<file path="src/rtl/vpic_pkg.sv">
package vpic_pkg;
  typedef enum logic [1:0] {
    REG_CFG  = 2'd0,
    REG_MASK = 2'd1,
    REG_INSV = 2'd2,
    REG_VEC  = 2'd3
  } vpic_reg_e;

  localparam int CFG_EN_BIT  = 0;
  localparam int CFG_TOP_LSB = 8;
  localparam int CFG_LVL_LSB = 16;
  localparam int VEC_FIELD_MSB = 15;
endpackage

</file>
<file path="src/rtl/vpic_regs.sv">
module vpic_regs
  import vpic_pkg::*;
#(
  parameter int NSRC  = 32,
  parameter int VEC_W = 5,
  parameter int LVL_W = 3
) (
  input  logic             clk,
  input  logic             rst,
  input  logic             we,
  input  logic [1:0]       addr,
  input  logic [31:0]      wdata,
  input  logic [NSRC-1:0]  ack_set,
  output logic             en_q,
  output logic [VEC_W-1:0] top_q,
  output logic [LVL_W-1:0] lvl_q,
  output logic [NSRC-1:0]  mask_q,
  output logic [NSRC-1:0]  insv_q
);
  logic wr_cfg, wr_mask, wr_insv;
  logic [NSRC-1:0] insv_d;

  assign wr_cfg  = we && (addr == REG_CFG);
  assign wr_mask = we && (addr == REG_MASK);
  assign wr_insv = we && (addr == REG_INSV);

  always_comb begin
    insv_d = insv_q;
    if (wr_insv) insv_d = insv_d & ~wdata[NSRC-1:0];
    insv_d = insv_d | ack_set;
    insv_d[0] = 1'b0;
  end

  always_ff @(posedge clk) begin
    if (rst) begin
      en_q   <= 1'b0;
      top_q  <= '0;
      lvl_q  <= '0;
      mask_q <= '0;
      insv_q <= '0;
    end else begin
      if (wr_cfg) begin
        en_q  <= wdata[CFG_EN_BIT];
        top_q <= wdata[CFG_TOP_LSB +: VEC_W];
        lvl_q <= wdata[CFG_LVL_LSB +: LVL_W];
      end
      if (wr_mask) mask_q <= wdata[NSRC-1:0];
      insv_q <= insv_d;
    end
  end
endmodule

</file>
<file path="src/rtl/vpic_arbiter.sv">
module vpic_arbiter #(
  parameter int NSRC  = 32,
  parameter int VEC_W = 5
) (
  input  logic [NSRC-1:0]  elig,
  input  logic [VEC_W-1:0] top,
  output logic             win_vld,
  output logic [VEC_W-1:0] win_idx
);
  logic [VEC_W-1:0] high_idx;

  always_comb begin
    high_idx = '0;
    for (int i = 1; i < NSRC; i++) begin
      if (elig[i]) high_idx = VEC_W'(i);
    end
  end

  always_comb begin
    win_vld = |elig;
    win_idx = elig[top] ? top : high_idx;
  end
endmodule

</file>
<file path="src/rtl/vpic_vector.sv">
module vpic_vector #(
  parameter int NSRC  = 32,
  parameter int VEC_W = 5
) (
  input  logic             clk,
  input  logic             rst,
  input  logic             ack,
  input  logic             win_vld,
  input  logic [VEC_W-1:0] win_idx,
  input  logic [VEC_W-1:0] top,
  input  logic [NSRC-1:0]  insv_q,
  output logic [VEC_W-1:0] vec_q,
  output logic [NSRC-1:0]  ack_set
);
  localparam logic [VEC_W-1:0] ERR_VEC = '0;

  logic           frozen;
  logic [VEC_W:0] rank_win, rank_cur;
  logic           take;

  always_comb begin
    frozen   = insv_q[vec_q];
    rank_win = (win_idx == top) ? {1'b1, {VEC_W{1'b0}}} : {1'b0, win_idx};
    rank_cur = (vec_q == top) ? {1'b1, {VEC_W{1'b0}}} : {1'b0, vec_q};
    take     = ack && win_vld && (!frozen || (rank_win > rank_cur));
    ack_set  = '0;
    if (take) ack_set[win_idx] = 1'b1;
  end

  always_ff @(posedge clk) begin
    if (rst) begin
      vec_q <= ERR_VEC;
    end else if (take) begin
      vec_q <= win_idx;
    end else if (ack && !win_vld && !frozen) begin
      vec_q <= ERR_VEC;
    end
  end
endmodule

</file>
<file path="src/rtl/vpic_top.sv">
module vpic_top
  import vpic_pkg::*;
#(
  parameter int NSRC  = 32,
  parameter int LVL_W = 3
) (
  input  logic              clk,
  input  logic              rst,
  input  logic [1:0]        reg_addr,
  input  logic              reg_we,
  input  logic [31:0]       reg_wdata,
  output logic [31:0]       reg_rdata,
  input  logic [NSRC-1:0]   src_req,
  output logic              host_irq,
  output logic [LVL_W-1:0]  host_level
);
  localparam int VEC_W = $clog2(NSRC);

  logic             cfg_en;
  logic [VEC_W-1:0] cfg_top;
  logic [LVL_W-1:0] cfg_lvl;
  logic [NSRC-1:0]  mask_q, insv_q, ack_set, elig;
  logic             win_vld, ack_wr;
  logic [VEC_W-1:0] win_idx, vec_q;
  logic [31:0]      rd_mux;
  logic [15:0]      vec_word;

  assign ack_wr = reg_we && (reg_addr == REG_VEC) && reg_wdata[0];

  vpic_regs #(.NSRC(NSRC), .VEC_W(VEC_W), .LVL_W(LVL_W)) u_regs (
    .clk(clk), .rst(rst), .we(reg_we), .addr(reg_addr), .wdata(reg_wdata),
    .ack_set(ack_set), .en_q(cfg_en), .top_q(cfg_top), .lvl_q(cfg_lvl),
    .mask_q(mask_q), .insv_q(insv_q)
  );

  always_comb begin
    elig    = src_req & mask_q & ~insv_q;
    elig[0] = 1'b0;
  end

  vpic_arbiter #(.NSRC(NSRC), .VEC_W(VEC_W)) u_arb (
    .elig(elig), .top(cfg_top), .win_vld(win_vld), .win_idx(win_idx)
  );

  vpic_vector #(.NSRC(NSRC), .VEC_W(VEC_W)) u_vec (
    .clk(clk), .rst(rst), .ack(ack_wr), .win_vld(win_vld), .win_idx(win_idx),
    .top(cfg_top), .insv_q(insv_q), .vec_q(vec_q), .ack_set(ack_set)
  );

  always_comb begin
    vec_word = '0;
    vec_word[VEC_FIELD_MSB -: VEC_W] = vec_q;
    rd_mux = '0;
    case (reg_addr)
      REG_CFG: begin
        rd_mux[CFG_EN_BIT] = cfg_en;
        rd_mux[CFG_TOP_LSB +: VEC_W] = cfg_top;
        rd_mux[CFG_LVL_LSB +: LVL_W] = cfg_lvl;
      end
      REG_MASK: rd_mux[NSRC-1:0] = mask_q;
      REG_INSV: rd_mux[NSRC-1:0] = insv_q;
      default:  rd_mux[15:0] = vec_word;
    endcase
  end

  always_ff @(posedge clk) begin
    if (rst) begin
      reg_rdata <= '0;
      host_irq  <= 1'b0;
    end else begin
      reg_rdata <= rd_mux;
      host_irq  <= cfg_en && (|elig);
    end
  end

  assign host_level = cfg_lvl;
endmodule

</file>
<file path="config.mk">
export PLATFORM = sky130hd
export DESIGN_NAME = vpic_top
export DESIGN_NICKNAME = d
export VERILOG_FILES = /design/src/rtl/vpic_pkg.sv /design/src/rtl/vpic_regs.sv /design/src/rtl/vpic_arbiter.sv /design/src/rtl/vpic_vector.sv /design/src/rtl/vpic_top.sv
export SDC_FILE = /design/constraint.sdc
export NUM_CORES = 1
export LEC_CHECK = 0
export BUFFER_PORTS_ARGS = -buffer_cell sky130_fd_sc_hd__buf_2
export CELL_PAD_IN_SITES_DETAIL_PLACEMENT = 1
export CELL_PAD_IN_SITES_GLOBAL_PLACEMENT = 2
export CORE_MARGIN = 2
export CORE_UTILIZATION = 36
export CTS_CLUSTER_SIZE = 10
export DETAILED_ROUTE_END_ITERATION = 16
export PLACE_DENSITY = 0.81
export SYNTH_ARGS = -nofsm -noshare
export SYNTH_HDL_FRONTEND = slang
export SYNTH_SLANG_ARGS = --single-unit
</file>
<file path="constraint.sdc">
create_clock -name clk -period 10.69 [get_ports clk]
set_input_delay 0.5345 -clock clk [delete_from_list [all_inputs] [get_ports clk]]
set_output_delay 0.5345 -clock clk [all_outputs]
set_load 0.02 [all_outputs]
</file>
### After elaboration in Yosys (flattened, before gate mapping)

Cells that the tools add are included.

* register bits: 111
* output and inout bits: 36
* input port bits: 69

* muxes and demuxes: 50
* order comparisons: 5
* eq/ne operators: 5
* reduce and logical (&&, ||, !) cells: 17
* bitwise logic cells: 6

Operators by type and width (number)
* $and A32 B32 Y32: 3
* $mux W5: 19
* $mux W32: 2
* $not A32 Y32: 2
* $mux W4: 8
* $or A32 B32 Y32: 1
* $reduce_or A31 Y1: 1
* $pmux W13 S2: 1
* $lt A5 B6 Y1 const B: 3
* $pmux W3 S3: 2
* $pmux W5 S3: 1
* $pmux W7 S2: 1
* $mux W3: 4
* $mux W6: 2
* $logic_and A1 B1 Y1: 11
* $bmux W1 S5: 2
* $eq A5 B5 Y1: 2
* $gt A6 B6 Y1: 1
* $demux W1 S5: 1
* $ge A5 B1 Y1 const B: 1
* $eq A2 B2 Y1 const B: 2
* $mux W1: 4
* $mux W2: 2
* $pmux W1 S3: 1
* 5 further kinds: 6

### Longest topological paths before layout

* depth after elaboration: 41
* gate-level depth with buffers: 18

### Modules after synthesis

From an unflattened synthesis, not the netlist that was laid out.

* cells, all modules: 789
* area, all modules: 6751.5 sq um

By module, submodules not included
* vpic_regs: area each 3006.6 sq um, times used 1, seq. area each 1441.4 sq um, cells each 306
* vpic_top: area each 1601.5 sq um, times used 1, seq. area each 660.6 sq um, cells each 203
* vpic_vector: area each 1291.2 sq um, times used 1, seq. area each 100.1 sq um, cells each 183
* vpic_arbiter: area each 852.1 sq um, times used 1, seq. area each 0.0 sq um, cells each 97

### Worst setup path after synthesis

No wires, ideal clock.

* kind: input to register
* start point: input port src_req[31]
* end point: register u_regs.insv_q[19]
* stages on the path: 17
* required time: 10.574 ns
* setup slack: 7.034 ns
* arrival: 3.539 ns
* cells stage by stage: and3b_1 -> clkbuf_2 -> mux4_2 -> mux2i_1 -> o22a_2 -> nand2_2 -> buf_6 -> nor2_1 -> ha_1 -> nor2b_1 -> o21ai_0 -> a21oi_1 -> a2111oi_0 -> o21bai_1 -> nand2_1 -> a21oi_2 -> a41o_1

* longest elaborated chain between the ends: 12

RTL lines
* from (decl): RTL line vpic_top.sv:13 `input logic [NSRC-1:0] src_req,`
* $and A32 B32 Y32 (*) (2 in series): RTL line vpic_top.sv:37 `elig = src_req & mask_q & ~insv_q;`
* $bmux W1 S5: RTL line vpic_arbiter.sv:21 `win_idx = elig[top] ? top : high_idx;`
* $mux W1 (implied by the code): RTL line vpic_arbiter.sv:21
* $mux W5: RTL line vpic_arbiter.sv:21
* $eq A5 B5 Y1: RTL line vpic_vector.sv:23 `rank_win = (win_idx == top) ? {1'b1, {VEC_W{1'b0}}} : {1'b0, win_idx};`
* $mux W6: RTL line vpic_vector.sv:23
* $gt A6 B6 Y1: RTL line vpic_vector.sv:25 `take = ack && win_vld && (!frozen || (rank_win > rank_cur));`
* $logic_or A1 B1 Y1: RTL line vpic_vector.sv:25
* $logic_and A1 B1 Y1: RTL line vpic_vector.sv:25
* $mux W32 (*): RTL line vpic_vector.sv:27 `if (take) ack_set[win_idx] = 1'b1;`
* $or A32 B32 Y32 (*): RTL line vpic_regs.sv:30 `insv_d = insv_d | ack_set;`
* to (signal assigned): RTL line vpic_regs.sv:48 `insv_q <= insv_d;`
* to (decl): RTL line vpic_regs.sv:18 `output logic [NSRC-1:0] insv_q`

Mark *: on every way between the ends. The rest lies on a longest branch, timed or not. The select of a mux whose other input is x is not followed.
A chain may end at the register's enable or synchronous reset.

### Final worst setup path

* start point: register u_regs.top_q[0]
* end point: register u_regs.insv_q[20]

* longest elaborated chain between the ends: 10

RTL lines
* from (decl): RTL line vpic_regs.sv:15 `output logic [VEC_W-1:0] top_q,`
* from (signal assigned): RTL line vpic_regs.sv:44 `top_q <= wdata[CFG_TOP_LSB +: VEC_W];`
* $bmux W1 S5: RTL line vpic_arbiter.sv:21
* $mux W1 (implied by the code): RTL line vpic_arbiter.sv:21
* $mux W5: RTL line vpic_arbiter.sv:21
* $eq A5 B5 Y1: RTL line vpic_vector.sv:23
* $mux W6: RTL line vpic_vector.sv:23
* $gt A6 B6 Y1: RTL line vpic_vector.sv:25
* $logic_or A1 B1 Y1: RTL line vpic_vector.sv:25
* $logic_and A1 B1 Y1: RTL line vpic_vector.sv:25
* $mux W32 (*): RTL line vpic_vector.sv:27
* $or A32 B32 Y32 (*): RTL line vpic_regs.sv:30

Marked as above.

==> impl_metrics.json <==
{
  "grt_overflow": 0,
  "startpoint_type": "flip-flop",
  "wl_per_cell_um": 24.0,
  "outcome": "completed",
  "core_area_um2": 16500,
  "synth-async-reset-ratio": 0,
  "antenna_left": 0,
  "ys_ff_latch": 110,
  "area_delta_synth_final_pct": 14.2,
  "cts_setup_buffers": 0,
  "relSlewSlack": 0.308,
  "synth_fp_nets": 785,
  "htreeDepth": 3,
  "crit_type": "reg -> reg",
  "initial_utilization": 0.365,
  "m1WireLength_um": 10900,
  "track_usage": 0.273,
  "cts_hold_buf": 0,
  "met2WireLength_um": 11400,
  "power_density_nw_per_um2": 135,
  "drc": 0,
  "boundaryPins": 105,
  "rrSetupSlack_ns": 6.03,
  "syn_inst": 705,
  "worst_pin_slew_ns": 1.04,
  "root_buffer": "clkbuf_16",
  "ys.flop_type": "dfxtp_1",
  "worstSetupStartpoint": "u_regs.top_q[0]$_SDFFE_PP0P_",
  "drv_slew": 0,
  "rsz0062_at_grt": "false",
  "final_util": 0.417,
  "finalSetupTns_ns": 0,
  "drt_iter0_drc": 429,
  "ir_drop_mv": 0.116,
  "r2r-end": "u_regs.insv_q[20]$_SDFF_PP0_",
  "fmax_ghz": 0.214,
  "cts_buffers": 9,
  "diodes": 0,
  "fill_cells": 2022,
  "fin_area_um2": 6860,
  "clock-sinks": 110,
  "crit_arrival_ns": 4.91,
  "crit_path_end": "u_regs.insv_q[20]$_SDFF_PP0_",
  "leakagePower_nw": 2.78,
  "r2r_start": "u_regs.top_q[0]$_SDFFE_PP0P_",
  "cap_violations": 0,
  "clk_pin_slew_ns": 0.08,
  "io_buffers": 103,
  "finalWeightedCongestion": 0.926,
  "skew_ns": 0.0125,
  "grt_max_degree": 57,
  "grt_pass1_vias": 6057,
  "detail_route.wirelength_um": 23900,
  "final_layout_size_suffix_gt1_frac": 0.209,
  "ys_seq_area_frac": 0.367,
  "cp_max_fo": 20,
  "syn_area_um2": 6010,
  "grt_pass1_wl_um": 36500,
  "fp.dieW_um": 133,
  "dieArea_um2": 17700,
  "vias": 5906,
  "worstSkewPairLatency_ns": 0.37,
  "crit_required_ns": 10.94,
  "hold_violations": 0,
  "vias_per_cell": 5.94,
  "ys_warn_count": 0,
  "min_path_type": "in -> reg",
  "syn_avg_cell_area_um2": 8.52,
  "dieHeight_um": 133,
  "antenna_found_initial": 0,
  "period_share": 0.436,
  "period_minus_slack_ns": 4.66,
  "setup_viol": 0,
  "multi_input_area_um2": 3500,
  "top_layer": "met4",
  "hpwl_um": 16800,
  "r2r_cells": 15,
  "ff_latch_area_um2": 2200,
  "rows": 47,
  "cts_tree": "done",
  "dpl_cell_area_um2": 6570,
  "cts_resized": 0,
  "synth_edf_count": 0,
  "endpoint_kind": "flip-flop",
  "fin_nets": 850,
  "ys_types": 71,
  "cts_max_path_buffers": 2,
  "first_pass_iters": 5,
  "dr_wl_met3_um": 1180
}
[worst max-delay path, stage by stage (launching register included)]
cell	delay (ns)
dfxtp_1	0.90
nand2b_1	0.26
a211oi_1	0.08
or3_1	0.39
o22a_2	0.28
nand2_2	0.24
nor2_1	0.10
ha_1	0.33
nor2b_1	0.13
o21ai_0	0.15
a21oi_1	0.10
a2111oi_0	0.61
o21bai_1	0.18
nand2_1	0.27
a21oi_2	0.20
a32o_1	0.29
[flip-flops by register name (all words and copies together) (netlist names)]
name and cells:
reg_rdata 32, u_regs.lvl_q 3, u_regs.insv_q 31, u_regs.top_q 5, u_regs.mask_q 32, host_irq 1
u_vec.vec_q 5, u_regs.en_q 1
[where the power goes]
group / leakage (nW) / internal [mW] / switching (mW) / total (mW)
registers: 0.889 / 0.416 / 0.0103 / 0.426
logic: 1.75 / 0.0536 / 0.112 / 0.165
clock network: 0.141 / 0.163 / 0.173 / 0.336
total: 2.78 / 0.633 / 0.295 / 0.927
[worst min-delay path by stage]
| stage | startpoint | endpoint | slack [ns] | cells after the start |
|---|---|---|---|---|
| floorplan | u_regs.mask_q[0]$_SDFFE_PP0P_ | u_regs.mask_q[0]$_SDFFE_PP0P_ | 0.44 | 2 |
| global placement | u_regs.mask_q[0]$_SDFFE_PP0P_ | u_regs.mask_q[0]$_SDFFE_PP0P_ | 0.45 | 2 |
| detailed placement | u_regs.mask_q[0]$_SDFFE_PP0P_ | u_regs.mask_q[0]$_SDFFE_PP0P_ | 0.46 | 2 |
| CTS | reg_wdata[2] | u_regs.mask_q[2]$_SDFFE_PP0P_ | 0.41 | 3 |
| global route | reg_wdata[4] | u_regs.mask_q[4]$_SDFFE_PP0P_ | 0.42 | 3 |
| finish | reg_wdata[2] | u_regs.mask_q[2]$_SDFFE_PP0P_ | 0.41 | 3 |
[kinds of logic (layout without fill, tap and decap cells)]
kind of cell | after synthesis | count (layout) | synth area share
compound gates | 174 | 174 | 0.217
xor+xnor | 8 | 8 | 0.0117
fa+ha+maj | 11 | 11 | 0.0229
buf+inv | 63 | 133 | 0.0512
flops | 110 | 110 | 0.367
mux | 19 | 19 | 0.0506
simple gates | 320 | 320 | 0.280
[cell type report]
| cell class | count | share of cell area |
|---|---|---|
| Multi-Input combinational cell | 532 | 0.510 |
| Sequential cell | 110 | 0.321 |
| Timing Repair Buffer | 109 | 0.0817 |
| Tap cell | 220 | 0.0401 |
| Clock buffer | 10 | 0.0334 |
| Clock inverter | 6 | 0.00821 |
| Inverter | 8 | 0.00511 |
[layout by cell type, fill, tap and decap left out, types with 4 or more instances in the layout]
cell       synthesis  final
buf_2              6    103
nor2_1            56     56
buf_4              1      6
nand2_1          129    129
dfxtp_1          110    110
nand3_1           18     18
ha_1              11     10
nor3_2             4      4
a222oi_1           8      8
nor2b_1            5      5
and3_1            17     17
xnor2_1            5      5
mux2i_1            9      9
nor3_1             5      5
a41o_1             8      8
and3b_1           24     24
nand4_1            5      5
inv_6              1      4
a21oi_1           53     53
a22oi_1           29     29
nand3b_1          18     18
inv_1              7      7
mux4_2             9      9
clkbuf_16          0      9
o21ai_0           11     11
nor4_1             6      6
a31o_1             8      8
a32o_1            15     15
a2111oi_0          4      4
nand4b_1           4      4
and2_1             5      5
[Yosys cell counts (11+ instances only)]
| cell type | number | area (um2) |
|---|---|---|
| a21oi_1 | 53 | 265 |
| a22oi_1 | 29 | 218 |
| a32o_1 | 15 | 150 |
| and3_1 | 17 | 106 |
| and3b_1 | 24 | 210 |
| clkbuf_1 | 37 | 139 |
| dfxtp_1 | 110 | 2200 |
| ha_1 | 11 | 138 |
| nand2_1 | 129 | 484 |
| nand3_1 | 18 | 90.1 |
| nand3b_1 | 18 | 135 |
| nor2_1 | 56 | 210 |
| o21ai_0 | 11 | 55.1 |
[metal layers]
layer	track usage	vias to the layer above
met4	0.0668	0
met2	0.457	193
li1	-	2714
met5	0	-
met1	0.373	2981
met3	0.0373	18
[through the flow]
stage / hold WS, ns / setup slack [ns] / total power, mW / cells
6_report: 0.413 / 6.03 / 0.927 / 995
5_1_grt: 0.420 / 5.75 / 0.964 / 995
4_1_cts: 0.412 / 6.07 / 0.931 / 995
3_5_place_dp: 0.456 / 5.94 / 0.598 / 979
3_3_place_gp: 0.448 / 6.16 / 0.592 / 979
2_1_floorplan: 0.437 / 7.03 / 0.539 / 705
(Power assumes the default switching activity.)
